--- config.mk ---
export PLATFORM = sky130hd
export DESIGN_NAME = dma_cmd_queue
export DESIGN_NICKNAME = d
export VERILOG_FILES = /design/src/rtl/dcq_pkg.sv /design/src/rtl/dcq_decode.sv /design/src/rtl/dcq_ch0.sv /design/src/rtl/dcq_queue.sv /design/src/rtl/dma_cmd_queue.sv
export SDC_FILE = /design/constraint.sdc
export NUM_CORES = 1
export LEC_CHECK = 0
export BUFFER_PORTS_ARGS = -buffer_cell sky130_fd_sc_hd__buf_2
export CAP_MARGIN = 5
export CORE_ASPECT_RATIO = 0.75
export CORE_MARGIN = 2
export CORE_UTILIZATION = 47
export DETAILED_ROUTE_END_ITERATION = 16
export PLACE_DENSITY = 0.73
export SLEW_MARGIN = 20
export SYNTH_ARGS = -nofsm -noshare
export SYNTH_HDL_FRONTEND = slang
export SYNTH_HIERARCHICAL = 1
export SYNTH_SLANG_ARGS = --single-unit
--- constraint.sdc ---
create_clock -name clk -period 3.05 [get_ports clk]
set_clock_uncertainty 0.2 [all_clocks]
set_input_delay 0.4575 -clock clk [delete_from_list [all_inputs] [get_ports clk]]
set_output_delay 0.4575 -clock clk [all_outputs]
set_load 0.05 [all_outputs]
--- src/rtl/dcq_pkg.sv ---
// Shared field widths, command encodings and types for the DMA command
// decoder. Assumes a 7-bit command word: channel, mode, size (MSB first).
package dcq_pkg;
    localparam int ID_W   = 2;
    localparam int MODE_W = 2;
    localparam int SIZE_W = 3;
    localparam int WORD_W = ID_W + MODE_W + SIZE_W;

    localparam logic [MODE_W-1:0] MD_DATA  = 2'b00;
    localparam logic [MODE_W-1:0] MD_FLUSH = 2'b10;
    localparam logic [SIZE_W-1:0] SZ_RSVD  = 3'b101;
    localparam logic [SIZE_W-1:0] SZ_FLUSH = 3'b110;
    localparam logic [SIZE_W-1:0] SZ_END   = 3'b111;

    typedef enum logic [2:0] {
        K_NONE,
        K_HSHAKE,
        K_END,
        K_FLUSH,
        K_QUEUE
    } cmd_kind_t;

    typedef struct packed {
        logic [ID_W-1:0]   id;
        logic [MODE_W-1:0] mode;
        logic [SIZE_W-1:0] size;
    } cmd_word_t;
endpackage

--- src/rtl/dcq_decode.sv ---
// Combinational classifier for one command word. Produces the action kind
// and the channel index. Assumes the word is meaningful only with valid high.
module dcq_decode
    import dcq_pkg::*;
(
    input  logic            cmd_valid,
    input  cmd_word_t       word,
    output cmd_kind_t       kind,
    output logic [ID_W-1:0] target
);
    // Pattern match; the checks are ordered so that overlapping size codes resolve.
    always_comb begin
        kind   = K_NONE;
        target = word.id;
        if (cmd_valid) begin
            if (word.id != '0) begin
                kind = K_QUEUE;
            end else if (word.mode == MD_DATA && word.size != SZ_RSVD
                         && word.size != SZ_FLUSH) begin
                kind = K_HSHAKE;
            end else if (word.mode == MD_FLUSH && word.size == SZ_FLUSH) begin
                kind = K_FLUSH;
            end else if (word.mode != MD_DATA && word.size == SZ_END) begin
                kind = K_END;
            end
        end
    end
endmodule

--- src/rtl/dcq_ch0.sv ---
// Channel 0 state: enable, handshake request and the freeze-release pulse.
// Assumes the busy input reflects an in-flight channel 0 transfer.
module dcq_ch0
    import dcq_pkg::*;
(
    input  logic      clk,
    input  logic      rst_n,
    input  cmd_kind_t kind,
    input  logic      busy,
    input  logic      en_wr,
    input  logic      en_wdata,
    input  logic      ack,
    input  logic      mode_en,
    output logic      en,
    output logic      req,
    output logic      freeze_clr
);
    // Enable: a software write beats an end command; an end command is refused while busy.
    always_ff @(posedge clk) begin
        if (!rst_n)                         en <= 1'b0;
        else if (en_wr)                     en <= en_wdata;
        else if (kind == K_END && !busy)    en <= 1'b0;
    end

    // Request: a flush clears it, a handshake sets it, an acknowledge retires it.
    always_ff @(posedge clk) begin
        if (!rst_n)                 req <= 1'b0;
        else if (kind == K_FLUSH)   req <= 1'b0;
        else if (kind == K_HSHAKE)  req <= 1'b1;
        else if (ack)               req <= 1'b0;
    end

    // Freeze release: a single-cycle pulse after a flush in external-command mode.
    always_ff @(posedge clk) begin
        if (!rst_n) freeze_clr <= 1'b0;
        else        freeze_clr <= (kind == K_FLUSH) && mode_en;
    end
endmodule

--- src/rtl/dcq_queue.sv ---
// Counted request queue for one channel, with a sticky overflow flag.
// Assumes push, pop and flush are single-cycle strobes.
module dcq_queue #(
    parameter int DEPTH = 4,
    localparam int CNT_W = $clog2(DEPTH + 1)
) (
    input  logic             clk,
    input  logic             rst_n,
    input  logic             push,
    input  logic             pop,
    input  logic             flush,
    output logic [CNT_W-1:0] count,
    output logic             overflow
);
    logic full, empty, pop_ok, push_ok;

    // Acceptance: a pop needs an entry; a push needs room or a same-cycle pop.
    always_comb begin
        full    = (count == CNT_W'(DEPTH));
        empty   = (count == '0);
        pop_ok  = pop && !empty;
        push_ok = push && (!full || pop_ok);
    end

    // Occupancy: a flush empties the queue, otherwise apply the net push and pop.
    always_ff @(posedge clk) begin
        if (!rst_n)       count <= '0;
        else if (flush)   count <= '0;
        else if (push_ok && !pop_ok) count <= count + CNT_W'(1);
        else if (pop_ok && !push_ok) count <= count - CNT_W'(1);
    end

    // Overflow: latch once a request is dropped; only reset clears it.
    always_ff @(posedge clk) begin
        if (!rst_n)                     overflow <= 1'b0;
        else if (push && !push_ok)      overflow <= 1'b1;
    end
endmodule

--- src/rtl/dma_cmd_queue.sv ---
// Top level: decodes external command words, keeps channel 0 flags and one
// request queue per remaining channel. Assumes NUM_Q equals 2**ID_W - 1.
module dma_cmd_queue
    import dcq_pkg::*;
#(
    parameter int QDEPTH = 4,
    parameter int NUM_Q  = 3,
    localparam int CNT_W = $clog2(QDEPTH + 1)
) (
    input  logic                   clk,
    input  logic                   rst_n,
    input  logic                   cmd_valid,
    input  logic [WORD_W-1:0]      cmd_word,
    input  logic                   dma_mode_en,
    input  logic                   ch0_busy,
    input  logic                   ch0_en_wr,
    input  logic                   ch0_en_wdata,
    input  logic                   ch0_ack,
    input  logic [NUM_Q-1:0]       q_pop,
    output logic                   ch0_en,
    output logic                   ch0_req,
    output logic                   freeze_clr,
    output logic [NUM_Q*CNT_W-1:0] q_count,
    output logic [NUM_Q-1:0]       q_overflow
);
    cmd_kind_t       kind;
    logic [ID_W-1:0] target;
    logic            flush_all;

    dcq_decode u_decode (
        .cmd_valid (cmd_valid),
        .word      (cmd_word_t'(cmd_word)),
        .kind      (kind),
        .target    (target)
    );

    dcq_ch0 u_ch0 (
        .clk        (clk),
        .rst_n      (rst_n),
        .kind       (kind),
        .busy       (ch0_busy),
        .en_wr      (ch0_en_wr),
        .en_wdata   (ch0_en_wdata),
        .ack        (ch0_ack),
        .mode_en    (dma_mode_en),
        .en         (ch0_en),
        .req        (ch0_req),
        .freeze_clr (freeze_clr)
    );

    // Flush strobe shared by all queues.
    always_comb flush_all = (kind == K_FLUSH);

    for (genvar g = 0; g < NUM_Q; g++) begin : g_queue
        logic push;

        // Route a queue command to the channel it names (channel g+1).
        always_comb push = (kind == K_QUEUE) && (target == ID_W'(g + 1));

        dcq_queue #(.DEPTH(QDEPTH)) u_q (
            .clk      (clk),
            .rst_n    (rst_n),
            .push     (push),
            .pop      (q_pop[g]),
            .flush    (flush_all),
            .count    (q_count[g*CNT_W +: CNT_W]),
            .overflow (q_overflow[g])
        );
    end
endmodule

Yosys cells after proc, flatten, opt, wreduce, memory -nomap -nowiden
Index checks and enable logic that the tools add are counted.
- shift operators: 0
- bitwise logic cells: 1
- $lt $le $gt $ge: 0
- divide/modulo/power cells: 0
- multiply operators: 0
- $add $sub $neg: 6
- multiplexer cells: 15
- equality and inequality tests: 15
- reductions and logical operators: 52
- operator list (kind ; count):
    $mux 3 ; 10
    $logic_and 1x1->1 ; 24
    $eq 3x3->1 const B ; 6
    $reduce_bool 2->1 ; 7
    $logic_not 1->1 ; 13
    $add 3x1->3 const B ; 3
    $logic_not 3->1 ; 3
    $sub 3x1->3 const B ; 3
    $eq 2x2->1 const B ; 3
    $eq 3x2->1 const B ; 2
    $ne 3x3->1 const B ; 2
    $mux 1 ; 4
    $eq 3x1->1 const B ; 1
    $logic_or 1x1->1 ; 3
    $eq 2x1->1 const B ; 1
    $logic_not 2->1 ; 1
    $mux 2 ; 1
    $reduce_or 2->1 ; 1
    $not 1->1 ; 1
- input port bits: 18
- logic and storage cells: 98
- memories kept: 0
- bits in latches: 0
- output and inout bits: 15
- bits in writable memories: 0
- ROM bits: 0
- register bits after elaboration: 15

Depth between registers and ports, before layout
- depth in word-level cells: 14
- depth in mapped cells: 12
- mapped depth without buffers: 12

Cells and area by module
The synthesis kept the hierarchy.
- by module, submodules not included (module ; times used ; sequential area each (um^2) ; cells an instance ; area an instance (um^2)):
    dcq_queue ; 3 ; 80.1 ; 21 ; 209.0
    dcq_ch0 ; 1 ; 60.1 ; 13 ; 128.9
    dcq_decode ; 1 ; 0.0 ; 13 ; 90.1
    dma_cmd_queue ; 1 ; 0.0 ; 6 ; 42.5

Worst setup path after synthesis
OpenSTA, ideal clock, no wires.
- kind: input to register
- from: input cmd_word[4]
- to: register g_queue[2].u_q.count[2]
- setup time: 0.070 ns
- arrival time: 2.546 ns
- stages: 11
- buffers on the path: 0
- setup slack: 0.234 ns
- required time: 2.780 ns
- cell sequence: or3_1 a311oi_2 nor2_2 and4_1 and2b_1 ha_1 inv_1 fa_1 xor2_1 or3_1 a21oi_1
- elaborated cells on any way between the ends: 22
- those cells by class: 3 x eq/ne; 6 x mux; 13 x reduce/logical
- RTL lines (element ; RTL line ; text):
    start, declared ; dma_cmd_queue.sv:13 ; input logic [WORD_W-1:0] cmd_word,
    $eq 2x2->1 or $logic_not 2->1 (tied branches) ; dcq_decode.sv:21, dcq_decode.sv:18 ;
    $logic_and 1x1->1, on equally long branches ; dcq_decode.sv:21, dcq_decode.sv:18 ;
    $mux 3 or $logic_and 1x1->1 (tied branches) ; dcq_decode.sv:21, dcq_decode.sv:19 ;
    $mux 3 * ; dcq_decode.sv:18 ; end else if (word.mode == MD_DATA && word.size != SZ_RSVD
    $mux 3 * ; dcq_decode.sv:16 ; if (word.id != '0) begin
    $mux 3 * ; dcq_decode.sv:15 ; if (cmd_valid) begin
    via kind[0] ; dma_cmd_queue.sv:26 ; cmd_kind_t kind;
    $eq 3x3->1 * ; dma_cmd_queue.sv:58 ; always_comb push = (kind == K_QUEUE) && (target == ID_W'(g + 1));
    $logic_and 1x1->1 * ; dma_cmd_queue.sv:58 ;
    via g_queue[2].push ; dma_cmd_queue.sv:55 ; logic push;
    $logic_and 1x1->1 * ; dcq_queue.sv:22 ; push_ok = push && (!full || pop_ok);
    $logic_not 1->1 ; dcq_queue.sv:30 ; else if (pop_ok && !push_ok) count <= count - CNT_W'(1);
    $logic_and 1x1->1 ; dcq_queue.sv:30 ;
    $reduce_bool 2->1 (no source line) ; n/a ;
    end signal, assigned ; dcq_queue.sv:29 ; else if (push_ok && !pop_ok) count <= count + CNT_W'(1);
    end signal, assigned ; dcq_queue.sv:30 ;
    end, declared ; dcq_queue.sv:12 ; output logic [CNT_W-1:0] count,
The timed path passes the listed nets; every way through them passes the cells marked *.
A chain may end at the register's enable or synchronous reset.

Worst setup path in the final report
- from: input cmd_word[4]
- to: register g_queue[0].u_q.count[2]
- elaborated cells on any way between the ends: 22
- those cells by class: 3 x eq/ne; 6 x mux; 13 x reduce/logical
- RTL lines (element ; RTL line):
    $eq 2x2->1 or $logic_not 2->1 (tied branches) ; dcq_decode.sv:21, dcq_decode.sv:18
    $logic_and 1x1->1, on equally long branches ; dcq_decode.sv:21, dcq_decode.sv:18
    $mux 3 or $logic_and 1x1->1 (tied branches) ; dcq_decode.sv:21, dcq_decode.sv:19
    $mux 3 * ; dcq_decode.sv:18
    $mux 3 * ; dcq_decode.sv:16
    $mux 3 * ; dcq_decode.sv:15
    via kind[0] ; dma_cmd_queue.sv:26
    $eq 3x3->1 * ; dma_cmd_queue.sv:58
    $logic_and 1x1->1 * ; dma_cmd_queue.sv:58
    via g_queue[0].push ; dma_cmd_queue.sv:55
    $logic_and 1x1->1 * ; dcq_queue.sv:22
    $logic_not 1->1 ; dcq_queue.sv:30
    $logic_and 1x1->1 ; dcq_queue.sv:30
    $reduce_bool 2->1 (no source line) ; n/a
    end signal, assigned ; dcq_queue.sv:29
    end signal, assigned ; dcq_queue.sv:30
    end, declared ; dcq_queue.sv:12
Marked as above.

==> flow_summary.ini <==
[run_status]
status = completed

[place]
dp_hpwl_um = 1410
portBuffers = 32
gp_congestion = 0.775
dp_slack_ns = 0.131

[critical_path]
reg2reg_to = g_queue[0].u_q/count[2]
cp_slowest_cell = or3_1
rr_worst_depth = 8
reg2reg_slack_ns = 0.76
path_class = primary input to flip-flop
worst_setup_path_start_kind = primary input
critical_path_required_ns = 3.08
crit_path_frequent_cell = or3_1
cp-end-kind = flip-flop
cp.arrival_ns = 2.66
cp_max_fo = 4
worst_r2r_startpoint = g_queue[0].u_q/count[1]
critPathMaxStageDelay_ns = 0.38
crit_chain = buf_2 -> or3_1 -> a311oi_2 -> nor2_2 -> and4b_1 -> and2b_1 -> ha_1 -> inv_1 -> fa_1 -> xor2_1 -> or3_1 -> a21oi_1

[synth]
synth_top_area_share_pct = 33.8
synth_area_um2 = 888
seq_area_frac_synth_pct = 33.8
ys_seq_elements = 15
ys_types = 29
postSynthAreaPerCell_um2 = 9.35
netlist_top_cells_area = dfxtp_1, fa_1, xor2_1
synth_cells = 95
yosys.area.top_type = dfxtp_1
ys.warnings.count = 6
syn-num-nets = 119

[pwr]
irDropWorstVdd_uv = 485
power.density_nw_per_um2 = 871
leakage_nw = 0.538

[min_path]
min_to = u_ch0/en
hp-class = primary input to flip-flop
holdPathStages = 3
hp-start = ch0_en_wr

[global_routing]
grt_max_degree = 11
grt_usage_pct = 16.5
grt_pass1_vias = 667
grt.overflow.total = 0
grt_antenna_before_repair = 0
grt_pass1_wl_um = 2740

[final_layout]
final_common_cell = buf_2
fin_nets = 156
fill_cells = 156
syn_to_final_growth_pct = 24.2
diodes = 0
layout_common_cells = buf_2, dfxtp_1, nor2_1
drive_gt1_share_pct = 32.1

[die]
die_x_um = 54.2
num_rows = 13
floorplan.initialDensity_pct = 50.6
die_area_um2 = 2260
die_h_um = 41.7
core_area_um2 = 1760
pin_count = 33

[drt]
drcViolationCount = 0
dr.pass1.iters = 4
wl_um = 1730
final_antenna_net_count = 0
routedWlPerCell_um = 11.3
viasPerCell = 5.20
vias = 795
first_iter_violations = 8

[sta]
relSlewSlack_pct = 73.2
finalMaxSlewViolations = 0
grt_setup_unrepaired = no
period_share_pct = 86.3
min_period_ns = 2.63
tns_ns = 0
final-hold-violation-count = 0
fin_ws_ns = 0.417
finalSetupViolCount = 0
worst_pin_slew_ns = 0.396
fmax_ghz = 0.380

[cts]
cts_buffers = 3
path_clk_slew_ns = 0.09
cts_resized = 0
post_cts_buffers = 0
worstSkewPairLatency_ns = 0.29
htreeDepth = 1
cts_hold_buf = 0
cts_root_buf = clkbuf_4
clock_path_buffers = 2
clock_sinks = 15
cts_tree = done

[flow_run]
drv_cap = 0
state kept, by name, indices dropped and copies added (netlist names):
name,flops
g_queue.u_q/overflow,3
g_queue.u_q/count,9
u_ch0/en,1
u_ch0/req,1
u_ch0/freeze_clr,1
report_power, final:
part	total, W	internal (W)	switching, W
logic	0.000518	0.000182	0.000336
registers	0.000328	0.000251	0.0000765
clock network	0.000116	0.0000488	0.0000668
total	0.000961	0.000482	0.000479
critical path: cells and delay by family:
| family | cells | cell delay [ns] |
|---|---|---|
| AOI/OAI and AO/OA | 2 | 0.41 |
| adders and majority gates | 2 | 0.38 |
| xor gates and xnor gates | 1 | 0.09 |
| buffers and inverters | 2 | 0.19 |
| and+or+nand+nor | 5 | 1.13 |
stage by stage:
step | cells | instance area [um^2] | hold slack (ns) | utilization (%) | power, W
after floorplan | 95 | 888 | 0.375 | - | 0.000732
after global placement | 149 | 1080 | 0.268 | 61.3 | 0.000832
after detailed placement | 149 | 1080 | 0.269 | 61.3 | 0.000850
after CTS | 153 | 1100 | 0.186 | 62.8 | 0.000971
after global routing | 153 | 1100 | 0.193 | 62.8 | 0.00104
final | 153 | 1100 | 0.199 | 62.8 | 0.000961
how the worst max path moves through the flow:
stage / startpoint / end / slack, ns / cells past startpoint
2_1_floorplan: cmd_word[4] / g_queue[2].u_q/count[2] / 0.23 / 11
6_report: cmd_word[4] / g_queue[0].u_q/count[2] / 0.42 / 12
3_5_place_dp: cmd_word[4] / g_queue[0].u_q/count[2] / 0.13 / 12
4_1_cts: cmd_word[4] / g_queue[0].u_q/count[2] / 0.42 / 12
5_1_grt: cmd_word[4] / g_queue[2].u_q/count[2] / 0.24 / 12
3_3_place_gp: cmd_word[4] / g_queue[2].u_q/count[2] / 0.20 / 12
cell usage after synthesis:
library cell / n
xor2_1: 6
and2b_1: 3
ha_1: 3
and4_1: 1
and3b_1: 1
nand2_1: 4
fa_1: 3
nor2b_1: 4
nor2_1: 10
buf_4: 2
o21ai_0: 4
nand2b_4: 1
nor2_2: 1
nand3b_1: 1
or3_1: 4
and4b_1: 2
mux2i_1: 4
a21o_2: 1
nor3_1: 1
a311oi_2: 1
nand3_1: 2
nor4b_1: 4
nand2b_1: 3
o31ai_1: 3
o21a_1: 1
inv_1: 3
dfxtp_1: 15
a21oi_1: 6
nand4b_1: 1
routing by layer:
| metal | track usage (%) | routed length (um) | vias to the layer above |
|---|---|---|---|
| met4 | 4.50 | 16 | 0 |
| met3 | 6.47 | 131 | 3 |
| met5 | 0 | 0 | - |
| met1 | 23.0 | 843 | 360 |
| li1 | - | - | 405 |
| met2 | 23.4 | 734 | 27 |
logic make-up (layout without fill, tap and decap cells):
logic type / Yosys count / after routing / share of synthesized area [%]
fa+ha+maj: 6 / 6 / 11.0
buf+inv: 5 / 41 / 2.96
flops: 15 / 15 / 33.8
mux: 4 / 4 / 4.51
compound gates: 16 / 16 / 11.7
xor+xnor: 6 / 6 / 5.92
simple gates: 43 / 43 / 30.1
cell type report:
cell class                 instances  area, um^2  share of cell area, %
inverter                           3        11.3                   1.02
tap                               22        27.5                   2.49
timing repair buffer              34         175                   15.9
multi-input combinational         75         562                   50.9
clock buffer                       3        22.5                   2.04
sequential                        15         300                   27.2
clock inverter                     1        5.00                  0.454
(Power assumes the default switching activity.)
